### src/rtl/sem_pkg.sv
// Package: shared types for the two-port semaphore bank.
// Assumes: exactly two sides, left and right.
package sem_pkg;

    // Owner of one flag
    typedef enum logic [1:0] {
        OWN_NONE  = 2'd0,
        OWN_LEFT  = 2'd1,
        OWN_RIGHT = 2'd2
    } owner_e;

endpackage

### src/rtl/sem_port_decode.sv
// Module: sem_port_decode
// Turns one side's control lines into a write strobe, a read-active level,
// a flag index and a write bit.
// Assumes: all controls are active low and synchronous to clk. Chip enable
// active means another space is addressed, so semaphore access is blocked.
module sem_port_decode #(
    parameter int ADDR_W    = 15,
    parameter int DATA_W    = 16,
    parameter int NUM_FLAGS = 8,
    localparam int IDX_W    = $clog2(NUM_FLAGS)
) (
    input  logic              ce_n,
    input  logic              sem_n,
    input  logic              we_n,
    input  logic              oe_n,
    input  logic [ADDR_W-1:0] addr,
    input  logic [DATA_W-1:0] wdata,
    output logic              wr_stb,
    output logic              rd_on,
    output logic [IDX_W-1:0]  idx,
    output logic              wbit
);

    logic unused_bits;

    // Decode access type from the control lines
    always_comb begin
        wr_stb = !sem_n && !we_n && ce_n;
        rd_on  = !sem_n && !oe_n && we_n && ce_n;
    end

    // Flag index from the low address bits; data bit 0 only
    always_comb begin
        idx  = addr[IDX_W-1:0];
        wbit = wdata[0];
    end

    // Fold the ignored bits so that they are visibly consumed
    assign unused_bits = ^{addr[ADDR_W-1:IDX_W], wdata[DATA_W-1:1]};

endmodule

### src/rtl/sem_flag_cell.sv
// Module: sem_flag_cell
// One semaphore flag: a request latch per side plus an owner register.
// Assumes: the write strobes are already qualified for this flag. A latch
// value of 1 means no request.
module sem_flag_cell
    import sem_pkg::*;
(
    input  logic clk,
    input  logic rst_n,
    input  logic wl,
    input  logic dl,
    input  logic wr,
    input  logic dr,
    output logic view_l,
    output logic view_r
);

    logic   req_l_n, req_r_n;
    logic   nreq_l_n, nreq_r_n;
    logic   want_l, want_r;
    owner_e owner, owner_nxt;

    // Next request latch values after this edge's writes
    always_comb begin
        nreq_l_n = wl ? dl : req_l_n;
        nreq_r_n = wr ? dr : req_r_n;
        want_l   = !nreq_l_n;
        want_r   = !nreq_r_n;
    end

    // Owner keeps the flag while requesting; else it goes to the waiter; left wins a tie
    always_comb begin
        unique case (owner)
            OWN_LEFT:  owner_nxt = want_l ? OWN_LEFT  : (want_r ? OWN_RIGHT : OWN_NONE);
            OWN_RIGHT: owner_nxt = want_r ? OWN_RIGHT : (want_l ? OWN_LEFT  : OWN_NONE);
            default:   owner_nxt = want_l ? OWN_LEFT  : (want_r ? OWN_RIGHT : OWN_NONE);
        endcase
    end

    // State registers with synchronous reset to free
    always_ff @(posedge clk) begin
        if (!rst_n) begin
            req_l_n <= 1'b1;
            req_r_n <= 1'b1;
            owner   <= OWN_NONE;
        end else begin
            req_l_n <= nreq_l_n;
            req_r_n <= nreq_r_n;
            owner   <= owner_nxt;
        end
    end

    // Active-low view of the flag per side
    always_comb begin
        view_l = (owner != OWN_LEFT);
        view_r = (owner != OWN_RIGHT);
    end

    AST_OWNER_KEEPS: assert property (@(posedge clk) disable iff (!rst_n)
        (owner == OWN_LEFT && !(wl && dl)) |=> (owner == OWN_LEFT));
    AST_HANDOFF: assert property (@(posedge clk) disable iff (!rst_n)
        (owner == OWN_LEFT && wl && dl && !req_r_n && !wr) |=> (owner == OWN_RIGHT));
    AST_PENDING_NO_STEAL: assert property (@(posedge clk) disable iff (!rst_n)
        (owner == OWN_RIGHT && !(wr && dr)) |=> (owner == OWN_RIGHT));
    AST_TIE_LEFT: assert property (@(posedge clk) disable iff (!rst_n)
        (owner == OWN_NONE && wl && !dl && wr && !dr) |=> (owner == OWN_LEFT));
    AST_FREE_ON_RELEASE: assert property (@(posedge clk) disable iff (!rst_n)
        (owner == OWN_LEFT && wl && dl && req_r_n && !wr) |=> (owner == OWN_NONE));

endmodule

### src/rtl/sem_read_snap.sv
// Module: sem_read_snap
// Captures the selected flag on the first edge of a read and holds it
// until the read ends.
// Assumes: view bits are active low; rd_on is the decoded read level.
module sem_read_snap #(
    parameter int DATA_W    = 16,
    parameter int NUM_FLAGS = 8,
    localparam int IDX_W    = $clog2(NUM_FLAGS)
) (
    input  logic                 clk,
    input  logic                 rst_n,
    input  logic                 rd_on,
    input  logic [IDX_W-1:0]     idx,
    input  logic [NUM_FLAGS-1:0] view,
    output logic [DATA_W-1:0]    rdata
);

    logic rd_q;

    // Remember whether a read was active last cycle; capture on its start
    always_ff @(posedge clk) begin
        if (!rst_n) begin
            rd_q  <= 1'b0;
            rdata <= '1;
        end else begin
            rd_q <= rd_on;
            if (rd_on && !rd_q) begin
                rdata <= {DATA_W{view[idx]}};
            end
        end
    end

    AST_READ_FROZEN: assert property (@(posedge clk) disable iff (!rst_n)
        (rd_on && rd_q) |=> $stable(rdata));
    AST_READ_SPREAD: assert property (@(posedge clk) disable iff (!rst_n)
        rd_q |-> (rdata == '0 || rdata == '1));

endmodule

### src/rtl/sem_bank_dual.sv
// Module: sem_bank_dual (top)
// Eight-flag hardware semaphore bank shared by a left and a right port.
// Assumes: both ports are synchronous to clk; reset is synchronous, active low.
module sem_bank_dual #(
    parameter int ADDR_W    = 15,
    parameter int DATA_W    = 16,
    parameter int NUM_FLAGS = 8
) (
    input  logic              clk,
    input  logic              rst_n,
    input  logic              l_ce_n,
    input  logic              l_sem_n,
    input  logic              l_we_n,
    input  logic              l_oe_n,
    input  logic [ADDR_W-1:0] l_addr,
    input  logic [DATA_W-1:0] l_wdata,
    output logic [DATA_W-1:0] l_rdata,
    input  logic              r_ce_n,
    input  logic              r_sem_n,
    input  logic              r_we_n,
    input  logic              r_oe_n,
    input  logic [ADDR_W-1:0] r_addr,
    input  logic [DATA_W-1:0] r_wdata,
    output logic [DATA_W-1:0] r_rdata
);

    localparam int IDX_W = $clog2(NUM_FLAGS);

    logic                 l_wr, l_rd, l_bit, r_wr, r_rd, r_bit;
    logic [IDX_W-1:0]     l_idx, r_idx;
    logic [NUM_FLAGS-1:0] view_l, view_r;

    sem_port_decode #(.ADDR_W(ADDR_W), .DATA_W(DATA_W), .NUM_FLAGS(NUM_FLAGS)) u_dec_l (
        .ce_n(l_ce_n), .sem_n(l_sem_n), .we_n(l_we_n), .oe_n(l_oe_n),
        .addr(l_addr), .wdata(l_wdata),
        .wr_stb(l_wr), .rd_on(l_rd), .idx(l_idx), .wbit(l_bit)
    );

    sem_port_decode #(.ADDR_W(ADDR_W), .DATA_W(DATA_W), .NUM_FLAGS(NUM_FLAGS)) u_dec_r (
        .ce_n(r_ce_n), .sem_n(r_sem_n), .we_n(r_we_n), .oe_n(r_oe_n),
        .addr(r_addr), .wdata(r_wdata),
        .wr_stb(r_wr), .rd_on(r_rd), .idx(r_idx), .wbit(r_bit)
    );

    // One flag cell per address, each seeing only its own write strobes
    for (genvar g = 0; g < NUM_FLAGS; g++) begin : g_flag
        logic wl_g, wr_g;
        assign wl_g = l_wr && (l_idx == IDX_W'(g));
        assign wr_g = r_wr && (r_idx == IDX_W'(g));
        sem_flag_cell u_cell (
            .clk(clk), .rst_n(rst_n),
            .wl(wl_g), .dl(l_bit), .wr(wr_g), .dr(r_bit),
            .view_l(view_l[g]), .view_r(view_r[g])
        );
    end

    sem_read_snap #(.DATA_W(DATA_W), .NUM_FLAGS(NUM_FLAGS)) u_snap_l (
        .clk(clk), .rst_n(rst_n), .rd_on(l_rd), .idx(l_idx),
        .view(view_l), .rdata(l_rdata)
    );

    sem_read_snap #(.DATA_W(DATA_W), .NUM_FLAGS(NUM_FLAGS)) u_snap_r (
        .clk(clk), .rst_n(rst_n), .rd_on(r_rd), .idx(r_idx),
        .view(view_r), .rdata(r_rdata)
    );

    AST_NEVER_BOTH_OWN: assert property (@(posedge clk) disable iff (!rst_n)
        ((view_l | view_r) == '1));

endmodule

### config.mk
export PLATFORM = sky130hd
export DESIGN_NAME = sem_bank_dual
export DESIGN_NICKNAME = d
export VERILOG_FILES = /design/src/rtl/sem_pkg.sv /design/src/rtl/sem_port_decode.sv /design/src/rtl/sem_flag_cell.sv /design/src/rtl/sem_read_snap.sv /design/src/rtl/sem_bank_dual.sv
export SDC_FILE = /design/constraint.sdc
export NUM_CORES = 1
export LEC_CHECK = 0
export BUFFER_PORTS_ARGS = -buffer_cell sky130_fd_sc_hd__buf_2
export CAP_MARGIN = 20
export CORE_ASPECT_RATIO = 1.25
export CORE_MARGIN = 2
export CORE_UTILIZATION = 45
export CTS_CLUSTER_SIZE = 25
export DETAILED_ROUTE_END_ITERATION = 8
export PLACE_DENSITY = 0.84
export SLEW_MARGIN = 20
export SYNTH_ARGS = -nofsm -noshare
export SYNTH_HDL_FRONTEND = slang
export SYNTH_SLANG_ARGS = --single-unit
export TNS_END_PERCENT = 100
### constraint.sdc
create_clock -name clk -period 3.3 [get_ports clk]
set_input_delay 0 -clock clk [delete_from_list [all_inputs] [get_ports clk]]
set_output_delay 0 -clock clk [all_outputs]
set_load 0.02 [all_outputs]
# After elaboration in Yosys (flattened, before gate mapping)
# Index checks and enable logic that the tools add are counted.
[word_totals]
regBits = 36
in_bits = 72
output_inout_bits = 32
word_cells = 166
[op_classes]
order_cmp = 2
n_eq_ne = 38
muxes = 60
n_reduce_logical = 38
[ops]
columns = ["cell", "count"]
rows = [
  ["2-bit 2-to-1 mux", 32],
  ["1-bit logical AND", 28],
  ["1-bit 2-to-1 mux", 26],
  ["3-bit equality test (second input constant)", 8],
  ["2-bit equality test (second input constant)", 8],
  ["2-bit by 1-bit != test with 1-bit output (second input constant)", 8],
  ["2-bit != test (second input constant)", 8],
  ["3-bit by 2-bit equality test with 1-bit output (second input constant)", 4],
  ["1-bit zero test", 8],
  ["3-bit by 4-bit less-than comparator with 1-bit output (second input constant)", 2],
  ["1-bit binary-select mux with 3-bit select", 2],
  ["3-bit by 1-bit equality test with 1-bit output (second input constant)", 2],
  ["3-bit zero test", 2],
]

# Depth between registers and ports, before layout
[depth]
ltp_word = 8
depth_mapped = 5
mapped_depth_nobuf = 4

# Cells and area by module
# From an unflattened synthesis, not the netlist that was laid out.
[hier_totals]
cells_unflattened = 186
hier_area_um2 = 2044.5
[modules_own_cells]
columns = ["module", "instances", "cells_each", "area_per_inst_um2", "seq_area_each_um2"]
rows = [
  ["sem_flag_cell", 8, 13, 155.1, 80.1],
  ["sem_read_snap", 2, 27, 255.2, 40.0],
  ["sem_bank_dual", 1, 16, 192.7, 0.0],
  ["sem_port_decode", 2, 6, 50.0, 0.0],
]

# Worst setup path before layout
# OpenSTA, ideal clock, no wires.
[synth_timing]
kind = "input port to flip-flop"
start = "in r_addr[2]"
end = "reg g_flag[2].u_cell.req_r_n"
setup_time_ps = 120
t_arrival_ps = 1202
required_time_ps = 3180
slack_ps = 1978
stages = 4
path_buffers = 0
path_cell_list = "or4b_1 > nor2_1 > mux2_2 > or2_1"
[synth_between]
elab_chain_len = 3
[synth_rtl]
columns = ["element", "line", "rtl"]
rows = [
  ["from (decl)", "sem_bank_dual.sv:22", "input logic [ADDR_W-1:0] r_addr,"],
  ["3-bit by 2-bit equality test with 1-bit output", "sem_bank_dual.sv:49", "assign wr_g = r_wr && (r_idx == IDX_W'(g));"],
  ["1-bit logical AND", "sem_bank_dual.sv:49", ""],
  ["1-bit 2-to-1 mux", "sem_flag_cell.sv:26", "nreq_r_n = wr ? dr : req_r_n;"],
  ["to (signal assigned)", "sem_flag_cell.sv:48", "req_r_n <= nreq_r_n;"],
  ["to (decl)", "sem_flag_cell.sv:18", "logic req_l_n, req_r_n;"],
]
# No other way between the ends.
# A chain may end at the register's enable or synchronous reset.

# Final worst setup path
[layout_timing]
start = "in l_oe_n"
end = "reg u_snap_l.rd_q"
[layout_between]
elab_chain_len = 4
[layout_rtl]
columns = ["element", "line", "rtl"]
rows = [
  ["from (decl)", "sem_bank_dual.sv:14", "input logic l_oe_n,"],
  ["1-bit zero test", "sem_port_decode.sv:29", "rd_on = !sem_n && !oe_n && we_n && ce_n;"],
  ["1-bit logical AND (3 in series)", "sem_port_decode.sv:29", ""],
  ["to (signal assigned)", "sem_read_snap.sv:26", "rd_q <= rd_on;"],
  ["to (decl)", "sem_read_snap.sv:18", "logic rd_q;"],
]
# No other way between the ends.

==> impl_metrics.env <==
export IMPL_leakagePower_uw=0.000785
export IMPL_grt_max_degree=23
export IMPL_synth_async_sr_flop_share_pct=0
export IMPL_multi_input_area_um2=855
export IMPL_synthXorXnorAreaFrac_pct=0
export IMPL_min_from="r_oe_n"
export IMPL_clock_latency_ps=280
export IMPL_cts_path_max_buffers=2
export IMPL_area_delta_synth_final_pct=9.21
export IMPL_netlist_area_leader_share_pct=39.0
export IMPL_hpwl_um=2740
export IMPL_synth_edf_count=0
export IMPL_r2r_end="u_snap_l.rdata[0]"
export IMPL_max_freq_mhz=770
export IMPL_max_cap_viol_count=0
export IMPL_rows=26
export IMPL_ys_types=44
export IMPL_synth_compound_area_share_pct=11.0
export IMPL_synth_top_family_by_area="simple AND/OR/NAND/NOR gates"
export IMPL_tightest_slew_ps=415
export IMPL_gp_congestion=0.796
export IMPL_finalWirelength_um=3580
export IMPL_finalInstanceArea_um2=2020
export IMPL_ant_nets=0
export IMPL_whs_path_depth=3
export IMPL_clkTransAtPathRegs_ps=70
export IMPL_cts_tree="done"
export IMPL_place_area_um2=1910
export IMPL_avgSynthCellArea_um2=9.33
export IMPL_ys_warn_count=0
export IMPL_peakVddDrop_uv=179
export IMPL_grt_pass1_wl_um=5590
export IMPL_cp_top_family="buffers and inverters"
export IMPL_ioPinCount=104
export IMPL_drc_errors=0
export IMPL_cp_data_required_time_ps=3520
export IMPL_synth_mux_area_share_pct=6.84
export IMPL_nNetsFinal=290
export IMPL_clock_skew_ps=3.30
export IMPL_antenna_found_initial=0
export IMPL_critical_path_buf_inv_count=3
export IMPL_cts_sinks=36
export IMPL_post_route_min_period_ps=1300
export IMPL_yosys_area_share_simple_pct=28.4
export IMPL_slew_viol_final=0
export IMPL_fillers=393
export IMPL_grt_ovfl_total=0
export IMPL_wl_per_cell_um=13.0
export IMPL_via_count=1434
export IMPL_synth_top_area_cell="dfxtp_1"
export IMPL_end_kind="register"
export IMPL_start_util_pct=46.2
export IMPL_worstHoldEndpoint="u_snap_r.rd_q"
export IMPL_ys_flop_type="dfxtp_1"
export IMPL_tns_ps=0
export IMPL_slew_headroom_pct=72.3
export IMPL_rr_startpoint="g_flag[7].u_cell.owner[1]"
export IMPL_grt_pass1_vias=1267
export IMPL_first_iter_violations=35
export IMPL_netlist_top_cells_count="36 x dfxtp_1, 30 x buf_4, 16 x nand2_1"
export IMPL_yosysMostFrequentCell="dfxtp_1"
export IMPL_critPathKind="in2reg"
export IMPL_final_hold_viol_count=0
export IMPL_synth_seq_cells=36
export IMPL_synth_fp_nets=270
export IMPL_dieArea_um2=4640
export IMPL_root_buffer="clkbuf_8"
export IMPL_reg2reg_depth=4
export IMPL_powerDensity_nw_per_um2=419
export IMPL_dieWidth_um=61.3
export IMPL_cpPeakStageDelay_ps=550
export IMPL_rsz0062_at_grt="false"
export IMPL_grt_total_usage_pct=16.3
export IMPL_start_kind="input pin"
export IMPL_vias_per_cell=5.21
export IMPL_period_share_pct=39.3
export IMPL_port_buffers=49
export IMPL_critical_path_arrival_ps=1520
export IMPL_status="finished, final reports clean"
export IMPL_seqCellArea_um2=721
export IMPL_cp_max_fo=2
export IMPL_syn_area_um2=1850
export IMPL_reg2reg_slack_ps=2100
export IMPL_core_area_um2=4000
export IMPL_worstPathCellList="dlygate4sd3_1, buf_2, nor2_1, nand3_1, dlygate4sd3_1, nor2_1"
export IMPL_die_height_um=75.7
export IMPL_synth_seq_area_share_pct=39.0
export IMPL_drive_gt1_share_pct=33.8
export IMPL_drtPass1Iterations=4
export IMPL_antenna_cells=0
export IMPL_synthAdderAreaFrac_pct=0
export IMPL_cts_htree_levels=2
export IMPL_hold_class="in2reg"
export IMPL_postCtsSetupRepairBufs=0
export IMPL_cpMaxStageDelayCell="dlygate4sd3_1"
export IMPL_numCtsBuffers=5
export IMPL_finalSetupViolations=0
export IMPL_syn_inst=198
export IMPL_yosys_top_cells_area="dfxtp_1 39%, buf_4 12%, nand2b_1 4.1%"
-- report_power, final --
group	leakage, µW	internal, µW	switching, µW
sequential	0.000291	439	3.92
combinational	0.000443	32.3	57.8
clock	0.0000510	166	146
-- metrics by stage --
stage	instances	hold WS [ps]	setup slack (ps)	utilization [%]	total power, µW
2_1_floorplan	198	126	1980	-	524
3_3_place_gp	265	273	1760	47.6	540
3_5_place_dp	265	284	1740	47.6	542
4_1_cts	275	23.6	2030	50.4	853
5_1_grt	275	31.1	1890	50.4	883
6_report	275	28.2	2000	50.4	845
-- cell usage in the layout (no fill, tap or decap), types with 3 or more instances in the layout --
cell,n
buf_2,49
a31oi_1,4
o22ai_1,3
inv_1,4
nand2b_1,12
or2_1,3
nand2_1,16
or2_2,3
clkbuf_8,6
dfxtp_1,36
nor4bb_1,4
o211a_1,5
nor2_1,7
mux2_2,5
nand3_1,9
mux2i_1,7
a211oi_1,5
-- layout make-up --
class	instances	area share (%)
clock inverters	2	0.496
multi-input cells	120	42.3
well taps	56	3.47
clock buffers	6	4.09
flip-flops and latches	36	35.7
inverters	4	0.744
repair buffers	51	13.1
-- metal layers --
layer	vias up	routed length [µm]	GRT usage, %	part of all wire [%]
li1	720	-	-	-
met1	681	1400	18.2	39
met2	25	2020	28.7	56
met3	8	71	3.74	2.0
met5	-	0	0	0
met4	0	89	7.73	2.5
-- registers in the layout, indices dropped and copies added, names as in the netlist --
| signal | flops |
|---|---|
| u_snap_r.rdata | 1 |
| g_flag.u_cell.owner | 16 |
| u_snap_l.rd_q | 1 |
| g_flag.u_cell.req_r_n | 8 |
| u_snap_l.rdata | 1 |
| u_snap_r.rd_q | 1 |
| g_flag.u_cell.req_l_n | 8 |
-- how the worst max path moves through the flow --
stage,end,start,depth (start not counted)
after floorplan,g_flag[2].u_cell.req_r_n,r_addr[2],4
after global placement,g_flag[2].u_cell.req_r_n,r_addr[2],5
after detailed placement,g_flag[2].u_cell.owner[1],r_addr[2],5
after CTS,g_flag[2].u_cell.req_r_n,r_addr[2],5
after global routing,u_snap_l.rd_q,l_oe_n,6
final,u_snap_l.rd_q,l_oe_n,6
-- worst register-to-register path: cells and delay by family (launching register included) --
family | cells | cell delay [ps]
and+or+nand+nor | 3 | 670
DFF | 1 | 340
AOI/OAI and AO/OA | 1 | 110
-- logic make-up (layout without fill, tap and decap cells) --
logic type / count (synthesis) / count (layout)
flip-flops: 36 / 36
buffers and inverters: 42 / 63
multiplexers: 12 / 12
AO/OA/AOI/OAI: 27 / 27
AND/OR/NAND/NOR: 81 / 81
-- timing repair --
item / 4_1_cts / 5_1_grt
endpoints found under the hold margin: 1 / 0
hold buffers: 2 / 0
gates resized for setup: 0 / 0
Power figures use the tool's default switching activity.
